--- src/rtl/mfa_pkg.sv ---
package mfa_pkg;
  typedef enum logic {
    ST_HUNT = 1'b0,
    ST_LOCK = 1'b1
  } mfa_state_e;

  localparam int unsigned OCTET_W = 8;
  localparam int unsigned BITPOS_W = 3;
endpackage

--- src/rtl/mfa_ts16_grab.sv ---
module mfa_ts16_grab
  import mfa_pkg::*;
#(
  parameter int unsigned SLOT_W   = 5,
  parameter int unsigned SIG_SLOT = 16
) (
  input  logic                 clk,
  input  logic                 rst_n,
  input  logic                 rx_bit,
  input  logic [SLOT_W-1:0]    ts_idx,
  input  logic [BITPOS_W-1:0]  bit_idx,
  output logic                 oct_evt,
  output logic [OCTET_W-1:0]   octet
);
  localparam logic [BITPOS_W-1:0] LAST_BIT = BITPOS_W'(OCTET_W - 1);

  logic               in_slot;
  logic [OCTET_W-2:0] sh_q, sh_d;

  assign in_slot = (ts_idx == SLOT_W'(SIG_SLOT));

  always_comb begin
    sh_d = {sh_q[OCTET_W-3:0], rx_bit};
  end

  always_ff @(posedge clk or negedge rst_n) begin
    if (!rst_n) begin
      sh_q <= '0;
    end else if (in_slot) begin
      sh_q <= sh_d;
    end
  end

  assign oct_evt = in_slot && (bit_idx == LAST_BIT);
  assign octet   = {sh_q, rx_bit};
endmodule

--- src/rtl/mfa_zero_watch.sv ---
module mfa_zero_watch
  import mfa_pkg::*;
(
  input  logic               clk,
  input  logic               rst_n,
  input  logic               oct_evt,
  input  logic [OCTET_W-1:0] octet,
  input  logic               mf_first,
  output logic               prev_nz,
  output logic               zacc
);
  logic oct_zero;
  logic prev_nz_d, zacc_d;

  assign oct_zero = (octet == '0);

  always_comb begin
    prev_nz_d = !oct_zero;
    zacc_d    = mf_first ? oct_zero : (zacc && oct_zero);
  end

  always_ff @(posedge clk or negedge rst_n) begin
    if (!rst_n) begin
      prev_nz <= 1'b0;
      zacc    <= 1'b0;
    end else if (oct_evt) begin
      prev_nz <= prev_nz_d;
      zacc    <= zacc_d;
    end
  end

  assert_zacc_breaks_R8: assert property (@(posedge clk) disable iff (!rst_n)
    (oct_evt && !oct_zero) |=> !zacc);

  assert_prev_follows_R3: assert property (@(posedge clk) disable iff (!rst_n)
    (oct_evt && oct_zero) |=> !prev_nz);
endmodule

--- src/rtl/mfa_align_fsm.sv ---
module mfa_align_fsm
  import mfa_pkg::*;
#(
  parameter int unsigned MF_LEN     = 16,
  parameter int unsigned MISS_LIMIT = 2,
  parameter int unsigned CNT_W      = $clog2(MF_LEN)
) (
  input  logic             clk,
  input  logic             rst_n,
  input  logic             oct_evt,
  input  logic             word_ok,
  input  logic             oct_zero,
  input  logic             prev_nz,
  input  logic             zacc,
  input  logic             bfa_ok,
  output logic             locked,
  output logic             lost,
  output logic             lost_irq,
  output logic             mf_first,
  output logic [CNT_W-1:0] mf_idx
);
  localparam int unsigned MISS_W = $clog2(MISS_LIMIT + 1);
  localparam logic [CNT_W-1:0]  LAST_IDX  = CNT_W'(MF_LEN - 1);
  localparam logic [MISS_W-1:0] MISS_LAST = MISS_W'(MISS_LIMIT - 1);

  mfa_state_e        st_q, st_d;
  logic [CNT_W-1:0]  cnt_q, cnt_d;
  logic [MISS_W-1:0] miss_q, miss_d;
  logic              lost_q, lost_d;
  logic              irq_q, irq_d;
  logic              loss_c;
  logic              upd_en;

  assign upd_en = oct_evt || !bfa_ok || irq_q;

  always_comb begin
    st_d   = st_q;
    cnt_d  = cnt_q;
    miss_d = miss_q;
    lost_d = lost_q;
    irq_d  = 1'b0;
    loss_c = 1'b0;
    if (!bfa_ok) begin
      st_d   = ST_HUNT;
      cnt_d  = '0;
      miss_d = '0;
      lost_d = 1'b1;
      irq_d  = !lost_q;
    end else if (oct_evt) begin
      if (st_q == ST_HUNT) begin
        if (word_ok && prev_nz) begin
          st_d   = ST_LOCK;
          cnt_d  = CNT_W'(1);
          miss_d = '0;
          lost_d = 1'b0;
        end
      end else begin
        if (cnt_q == '0) begin
          if (word_ok) begin
            miss_d = '0;
          end else if (miss_q == MISS_LAST) begin
            loss_c = 1'b1;
          end else begin
            miss_d = miss_q + 1'b1;
          end
        end
        if ((cnt_q == LAST_IDX) && zacc && oct_zero) begin
          loss_c = 1'b1;
        end
        if (loss_c) begin
          st_d   = ST_HUNT;
          cnt_d  = '0;
          miss_d = '0;
          lost_d = 1'b1;
          irq_d  = 1'b1;
        end else begin
          cnt_d = (cnt_q == LAST_IDX) ? '0 : cnt_q + 1'b1;
        end
      end
    end
  end

  always_ff @(posedge clk or negedge rst_n) begin
    if (!rst_n) begin
      st_q   <= ST_HUNT;
      cnt_q  <= '0;
      miss_q <= '0;
      lost_q <= 1'b1;
      irq_q  <= 1'b0;
    end else if (upd_en) begin
      st_q   <= st_d;
      cnt_q  <= cnt_d;
      miss_q <= miss_d;
      lost_q <= lost_d;
      irq_q  <= irq_d;
    end
  end

  assign locked   = (st_q == ST_LOCK);
  assign lost     = lost_q;
  assign lost_irq = irq_q;
  assign mf_idx   = cnt_q;
  assign mf_first = (st_q == ST_HUNT) || (cnt_q == '0);

  assert_bfa_drop_R9: assert property (@(posedge clk) disable iff (!rst_n)
    !bfa_ok |=> (!locked && lost && mf_idx == '0));

  assert_lock_lost_excl_R3: assert property (@(posedge clk) disable iff (!rst_n)
    locked != lost);

  assert_irq_on_rise_R10: assert property (@(posedge clk) disable iff (!rst_n)
    $rose(lost) |-> lost_irq);

  assert_irq_single_R10: assert property (@(posedge clk) disable iff (!rst_n)
    lost_irq |=> !lost_irq);

  assert_idx_hold_R5: assert property (@(posedge clk) disable iff (!rst_n)
    (!oct_evt && bfa_ok) |=> $stable(mf_idx));

  assert_hunt_idx_zero_R5: assert property (@(posedge clk) disable iff (!rst_n)
    !locked |-> (mf_idx == '0));
endmodule

--- src/rtl/mfa_monitor.sv ---
module mfa_monitor
  import mfa_pkg::*;
#(
  parameter int unsigned SLOTS      = 32,
  parameter int unsigned SIG_SLOT   = 16,
  parameter int unsigned MF_LEN     = 16,
  parameter int unsigned WORD_BITS  = 4,
  parameter int unsigned MISS_LIMIT = 2,
  parameter int unsigned SLOT_W     = $clog2(SLOTS),
  parameter int unsigned CNT_W      = $clog2(MF_LEN)
) (
  input  logic                clk,
  input  logic                rst_n,
  input  logic                rx_bit,
  input  logic [SLOT_W-1:0]   ts_idx,
  input  logic [BITPOS_W-1:0] bit_idx,
  input  logic                bfa_ok,
  output logic                mf_locked,
  output logic                mf_lost,
  output logic                mf_lost_irq,
  output logic [CNT_W-1:0]    mf_index
);
  logic [1:0]         rst_sync_q;
  logic               rst_n_int;
  logic               oct_evt;
  logic [OCTET_W-1:0] octet;
  logic               word_ok, oct_zero;
  logic               prev_nz, zacc, mf_first;

  always_ff @(posedge clk or negedge rst_n) begin
    if (!rst_n) begin
      rst_sync_q <= 2'b00;
    end else begin
      rst_sync_q <= {rst_sync_q[0], 1'b1};
    end
  end
  assign rst_n_int = rst_sync_q[1];

  mfa_ts16_grab #(
    .SLOT_W   (SLOT_W),
    .SIG_SLOT (SIG_SLOT)
  ) u_grab (
    .clk     (clk),
    .rst_n   (rst_n_int),
    .rx_bit  (rx_bit),
    .ts_idx  (ts_idx),
    .bit_idx (bit_idx),
    .oct_evt (oct_evt),
    .octet   (octet)
  );

  assign word_ok  = (octet[OCTET_W-1 -: WORD_BITS] == '0);
  assign oct_zero = (octet == '0);

  mfa_zero_watch u_zero (
    .clk      (clk),
    .rst_n    (rst_n_int),
    .oct_evt  (oct_evt),
    .octet    (octet),
    .mf_first (mf_first),
    .prev_nz  (prev_nz),
    .zacc     (zacc)
  );

  mfa_align_fsm #(
    .MF_LEN     (MF_LEN),
    .MISS_LIMIT (MISS_LIMIT),
    .CNT_W      (CNT_W)
  ) u_fsm (
    .clk      (clk),
    .rst_n    (rst_n_int),
    .oct_evt  (oct_evt),
    .word_ok  (word_ok),
    .oct_zero (oct_zero),
    .prev_nz  (prev_nz),
    .zacc     (zacc),
    .bfa_ok   (bfa_ok),
    .locked   (mf_locked),
    .lost     (mf_lost),
    .lost_irq (mf_lost_irq),
    .mf_first (mf_first),
    .mf_idx   (mf_index)
  );

  assert_quiet_outside_R11: assert property (@(posedge clk) disable iff (!rst_n_int)
    (!oct_evt && bfa_ok) |=> ($stable(mf_locked) && $stable(mf_lost)));
endmodule

--- config.mk ---
export PLATFORM = sky130hd
export DESIGN_NAME = mfa_monitor
export DESIGN_NICKNAME = d
export VERILOG_FILES = /design/src/rtl/mfa_pkg.sv /design/src/rtl/mfa_ts16_grab.sv /design/src/rtl/mfa_zero_watch.sv /design/src/rtl/mfa_align_fsm.sv /design/src/rtl/mfa_monitor.sv
export SDC_FILE = /design/constraint.sdc
export NUM_CORES = 1
export LEC_CHECK = 0
export ABC_AREA = 0
export BUFFER_PORTS_ARGS = -buffer_cell sky130_fd_sc_hd__buf_2
export CAP_MARGIN = 15
export CORE_ASPECT_RATIO = 0.75
export CORE_UTILIZATION = 30
export DETAILED_ROUTE_END_ITERATION = 10
export PLACE_DENSITY = 0.47
export SLEW_MARGIN = 20
export SYNTH_ARGS = -nofsm -noshare
export SYNTH_HDL_FRONTEND = slang
export SYNTH_SLANG_ARGS = --single-unit
--- constraint.sdc ---
create_clock -name clk -period 1.3 [get_ports clk]
set_clock_uncertainty 0.15 [all_clocks]
set_input_delay 0.26 -clock clk [delete_from_list [all_inputs] [get_ports clk]]
set_output_delay 0.26 -clock clk [all_outputs]
set_load 0.03 [all_outputs]
* Word level (Yosys, flattened, before mapping)
Index checks and enable logic that the tools add are counted.
Operators by class: add/sub/neg operators 2, multiply operators 0, divide/modulo/power cells 0, $lt $le $gt $ge 0, eq/ne operators 9, shift operators 0, mux-type cells 36, bitwise logic cells 1, reduce and logical (&&, ||, !) cells 18
Operators by type and width (count):
- 2-to-1 mux 4 bit | 6
- 2-to-1 mux 1 bit | 22
- 2-to-1 mux 2 bit | 8
- zero test 4 bit | 2
- zero test 8 bit | 1
- == test 5 bit, second input constant | 1
- logical AND 1 bit | 5
- inequality test 5 x 4 -> 1 bit, second input constant | 1
- AND reduction 5 bit | 1
- adder 4 x 1 -> 4 bit, second input constant | 1
- == test 4 bit, second input constant | 1
- inequality test 4 bit, second input constant | 1
- AND reduction 4 bit | 1
- == test 3 bit, second input constant | 1
- zero test 1 bit | 3
- logical OR 1 bit | 3
- inequality test 3 x 1 -> 1 bit, second input constant | 1
- inequality test 3 bit, second input constant | 1
- AND reduction 3 bit | 1
- adder 2 x 1 -> 2 bit, second input constant | 1
- == test 2 x 1 -> 1 bit, second input constant | 1
- inequality test 2 x 1 -> 1 bit, second input constant | 1
- AND reduction 2 bit | 1
- inverter 1 bit | 1
Word-level totals: flip-flop bits (word level) 20, bits in latches 0, bits in writable memories 0, bits in read-only memories 0, input bits 12, output and inout bits 7, word-level logic and storage cells 75, memories kept 0

* Longest topological paths before layout
depth in word-level cells 12, mapped depth 6, gate-level depth less buffers 6

* By module
From an unflattened synthesis, not the netlist that was laid out.
Unflattened totals: cells, all modules 88, area, all modules 1036.0 µm²
Modules (own cells, without submodules):
- mfa_align_fsm | instances 1, cells each 55, area an instance 559.3 µm²
- mfa_ts16_grab | instances 1, cells each 18, area an instance 299.0 µm²
- mfa_zero_watch | instances 1, cells each 9, area an instance 98.8 µm²
- mfa_monitor | instances 1, cells each 6, area an instance 78.8 µm²

* Least setup slack after synthesis
Ideal clock, no wire load.
path kind flip-flop to flip-flop, from register u_fsm.cnt_q[0] (netlist: u_fsm.mf_idx[0]), to register u_fsm.cnt_q[0] (netlist: u_fsm.mf_idx[0]), data arrival time 1772 ps, path slack -745 ps, cell stages (with the launch flop) 7, buffers on the path 0, clock period less this slack 2045 ps, cells stage by stage dfrtp_1 inv_1 ha_1 nor3b_1 nand3_1 nor3b_2 o221a_2
On the way: cells in the longest elaborated chain, start to end 11
Ends and longest elaborated chain:
- start, declared | RTL line mfa_align_fsm.sv:27 | logic [CNT_W-1:0] cnt_q, cnt_d;
- start signal, assigned | RTL line mfa_align_fsm.sv:92 | cnt_q <= cnt_d;
- == test 4 bit | RTL line mfa_align_fsm.sv:67, mfa_align_fsm.sv:77
- logical AND 1 bit (2 in series) | RTL line mfa_align_fsm.sv:67 | if ((cnt_q == LAST_IDX) && zacc && oct_zero) begin
- 2-to-1 mux 1 bit | RTL line mfa_align_fsm.sv:67
- 2-to-1 mux 1 bit | RTL line mfa_align_fsm.sv:50 | if (st_q == ST_HUNT) begin
- 2-to-1 mux 1 bit | RTL line mfa_align_fsm.sv:49 | end else if (oct_evt) begin
- 2-to-1 mux 1 bit | RTL line mfa_align_fsm.sv:43 | if (!bfa_ok) begin
- 2-to-1 mux 4 bit (*) | RTL line mfa_align_fsm.sv:70 | if (loss_c) begin
- 2-to-1 mux 4 bit (*) | RTL line mfa_align_fsm.sv:50
- 2-to-1 mux 4 bit (*) | RTL line mfa_align_fsm.sv:49
- 2-to-1 mux 4 bit (*) | RTL line mfa_align_fsm.sv:43
Mark *: on every way between the ends. The rest lies on a longest branch, timed or not. The select of a mux whose other input is x is not followed. A chain may end at the register's enable or synchronous reset.

* Worst setup path in the final report
from register u_grab.sh_q[5], to register u_fsm.cnt_q[3] (netlist: u_fsm.mf_idx[3])
On the way: cells in the longest elaborated chain, start to end 11
Ends and longest elaborated chain:
- start, declared | RTL line mfa_ts16_grab.sv:18 | logic [OCTET_W-2:0] sh_q, sh_d;
- start signal, assigned | RTL line mfa_ts16_grab.sv:28 | sh_q <= '0;
- start signal, assigned | RTL line mfa_ts16_grab.sv:30 | sh_q <= sh_d;
- zero test 4 bit | RTL line mfa_monitor.sv:52 | assign word_ok = (octet[OCTET_W-1 -: WORD_BITS] == '0);
- 2-to-1 mux 1 bit | RTL line mfa_align_fsm.sv:59 | if (word_ok) begin
- 2-to-1 mux 1 bit | RTL line mfa_align_fsm.sv:58 | if (cnt_q == '0) begin
- 2-to-1 mux 1 bit | RTL line mfa_align_fsm.sv:67
- 2-to-1 mux 1 bit | RTL line mfa_align_fsm.sv:50
- 2-to-1 mux 1 bit | RTL line mfa_align_fsm.sv:49
- 2-to-1 mux 1 bit | RTL line mfa_align_fsm.sv:43
- 2-to-1 mux 4 bit | RTL line mfa_align_fsm.sv:70
- 2-to-1 mux 4 bit | RTL line mfa_align_fsm.sv:50
- 2-to-1 mux 4 bit | RTL line mfa_align_fsm.sv:49
- 2-to-1 mux 4 bit | RTL line mfa_align_fsm.sv:43
Several ways; a longest one is shown, not always the timed one. The select of a mux whose other input is x is not followed.

==> metrics <==
status=complete, but fails checks; failing checks=negative setup slack; critical path fanouts, max=6; die height=53.2 um; CTS tree=done; largest net degree at the start of global routing=19; setup_tns=-4530 ps; Yosys top cell area share=0.453; Clk Latency, worst-skew pair=260 ps; number of buffers created by CTS=3; GRT Max-Usage Layer=met2; Setup WS pre-CTS=-470 ps; P per Cell Area=919 mW/mm^2; Detailed Place HPWL=1960 um; CTS Sinks=20; die width=70.3 um; IO Count=19; WL/cell=14.2 um; final setup margin=-493 ps; Bufs and invs on worst path=0; period utilization=1.38; layout cells sized above 1=0.665; initial drt markers=40; P_sw=379 uW; Yosys reg bits=20; drt via density=5.00; core area=0.00331 mm^2; num rows=18; Min Hold Slack=39.6 ps; Synth area leaders=dfrtp_1 45%, mux2_2 7.5%, ha_1 3.6%; GP Congestion=0.760; HP Class=reg2async; path depth of the worst reg2reg path=4; critical path required time=1320 ps; area delta synth->final=72.1%; Pint=1280 uW; Root Driver=clkbuf_8; GR Layer Usage met1=0.216; Pre-antenna DRT Iters=4; H-tree depth=1; critical path's top delay family=simple AND/OR/NAND/NOR gates; reg-to-reg critical path endpoint=u_fsm.mf_idx[3]$_DFFE_PN0P_; Fmax=558 MHz; Fillers=281; Hold Violations, Final=0; Initial Util=0.317; Slew Viols, Final=0; total congestion overflow=0; syn nets=106; RSZ-0062 raised after global routing=yes; Critical R2R Launch=u_grab.sh_q[5]$_DFFE_PN0P_; full die area=0.00374 mm^2; Final setup viols=16; Synth area leader=dfrtp_1; Post-Syn Area per Cell=11.5 um^2; Post-DRT Antenna Nets=0; Min Clock Period, post-route=1790 ps; initial antenna violation count=0; Clock Power Share=0.377; reg-to-reg setup timing slack=-490 ps; M2 GR Usage=0.268; Crit. End Element=flop; max capacitance violation total=0; Routed WL=2810 um; CP max-delay cell=or4_4; GRT Total Usage=0.162; Net Sw Frac=0.229; EDFF count, synth=0; first-pass GRT wire length=4550 um; Clock transition at path regs=80 ps; Syn Std Cell Area=0.00105 mm^2; Nets=174; cell count after synthesis=91; sequential-to-total area share from yosys stat=0.479; critical path, cell by cell=or4_4, a31oi_4, a41oi_1, a31oi_1; distinct cell type count after synthesis=39; crit-path max cell delay=580 ps; Async SR Flop Fraction=1.00; ant diodes=0; M3 GR Usage=0.0362; routed via count=990; arrival time at the worst endpoint=1820 ps; Primary FF master, synth=dfrtp_1; CP startpoint=u_grab.sh_q[5]$_DFFE_PN0P_; drc violations=0; IO buf count=18; Max VDD drop=680 uV; kind of critical path=reg2reg; Max clock buf depth=2; Static Leakage=0.000847 uW; Flop pwr share=0.420; vias in the first global route=989; Ys Warns=0; crit start category=flop; Comb pwr share=0.204
power groups by stage:
stage               registers (uW)  clock network [uW]  logic, uW
floorplan                      728                   0        130
global placement               709                   0        286
detailed placement             710                   0        292
CTS                            696                 646        339
global route                   701                 669        366
finish                         695                 624        338
routing by layer:
layer	routed length, um	vias to the layer above
met5	0	-
li1	-	482
met4	10	0
met1	1370	483
met2	1330	23
met3	103	2
flip-flops by register name, summed over array words and instances, names as in the netlist:
name / count
u_fsm.locked: 1
u_zero.zacc: 1
u_fsm.lost_irq: 1
rst_sync_q: 2
u_fsm.lost: 1
u_zero.prev_nz: 1
u_grab.sh_q: 7
u_fsm.mf_idx: 4
u_fsm.miss_q: 2
worst max-delay path by stage:
stage	end	cells after the start
2_1_floorplan	u_fsm.mf_idx[0]$_DFFE_PN0P_	6
6_report	u_fsm.mf_idx[3]$_DFFE_PN0P_	4
5_1_grt	u_fsm.miss_q[0]$_DFFE_PN0P_	4
3_5_place_dp	u_fsm.miss_q[0]$_DFFE_PN0P_	4
4_1_cts	u_fsm.miss_q[0]$_DFFE_PN0P_	4
3_3_place_gp	u_fsm.miss_q[0]$_DFFE_PN0P_	4
through the flow:
step	cells	util	power, uW	area [um^2]
finish	198	0.545	1660	1800
global route	198	0.545	1740	1800
CTS	197	0.540	1680	1790
detailed placement	180	0.455	1000	1510
global placement	180	0.455	995	1510
floorplan	91	-	858	1130
cells by family (layout without fill, tap and decap cells):
family,after synthesis,after routing,synth area share
flops,20,20,0.479
simple gates,35,35,0.234
buf+inv,4,71,0.0143
fa+ha+maj,3,3,0.0358
compound gates,19,19,0.140
mux,9,9,0.0943
other cells,1,1,0.00358
area by class of cell:
cell class | count | area, um^2 | area share
repair buffers | 64 | 522 | 0.289
flip-flops and latches | 20 | 507 | 0.281
well taps | 40 | 50.0 | 0.0277
inverters | 3 | 11.3 | 0.00624
clock inverters | 1 | 30.0 | 0.0166
multi-input cells | 67 | 643 | 0.356
clock buffers | 3 | 41.3 | 0.0229
synth_stat cells (all sizes together), types with 2 or more instances:
master / n
nand2: 5
mux2: 7
nand3: 5
o21ai: 3
a21oi: 4
nand4b: 2
and3: 2
dfrtp: 19
and4bb: 2
nor4: 3
a31oi: 2
nand4: 4
and2: 2
ha: 3
a21o: 2
nor2: 3
nor3b: 2
mux2i: 2
inv: 3
cells in the final DEF, fill, tap and decap left out, types with 2 or more instances in the layout:
master / Yosys / routed
buf_4: 0 / 35
buf_6: 0 / 15
dfrtp_1: 19 / 15
buf_2: 0 / 12
mux2_4: 0 / 7
nand2_1: 5 / 5
nand3_1: 5 / 4
dfrtp_2: 0 / 4
a21oi_2: 0 / 3
nand4_1: 3 / 3
nor2_1: 3 / 3
clkbuf_8: 0 / 3
inv_2: 0 / 2
and4bb_2: 2 / 2
o21ai_2: 0 / 2
nand4b_1: 2 / 2
mux2i_1: 2 / 2
a21o_1: 2 / 2
repair_timing:
action | CTS | global route
resized for setup | 32 | 6
hold endpoints to repair | 2 | 0
cloned | 0 | 0
setup endpoints to repair | 23 | 19
hold buffers | 1 | 0
pin swaps | 9 | 2
setup buffers | 13 | 4
worst register-to-register path: cells and delay by family (launching register included):
kind             cells  cell delay, ps
AND/OR/NAND/NOR      1             580
AO/OA/AOI/OAI        3             570
flip-flops           1             420
Note: power is estimated with default switching activity, not from simulation.
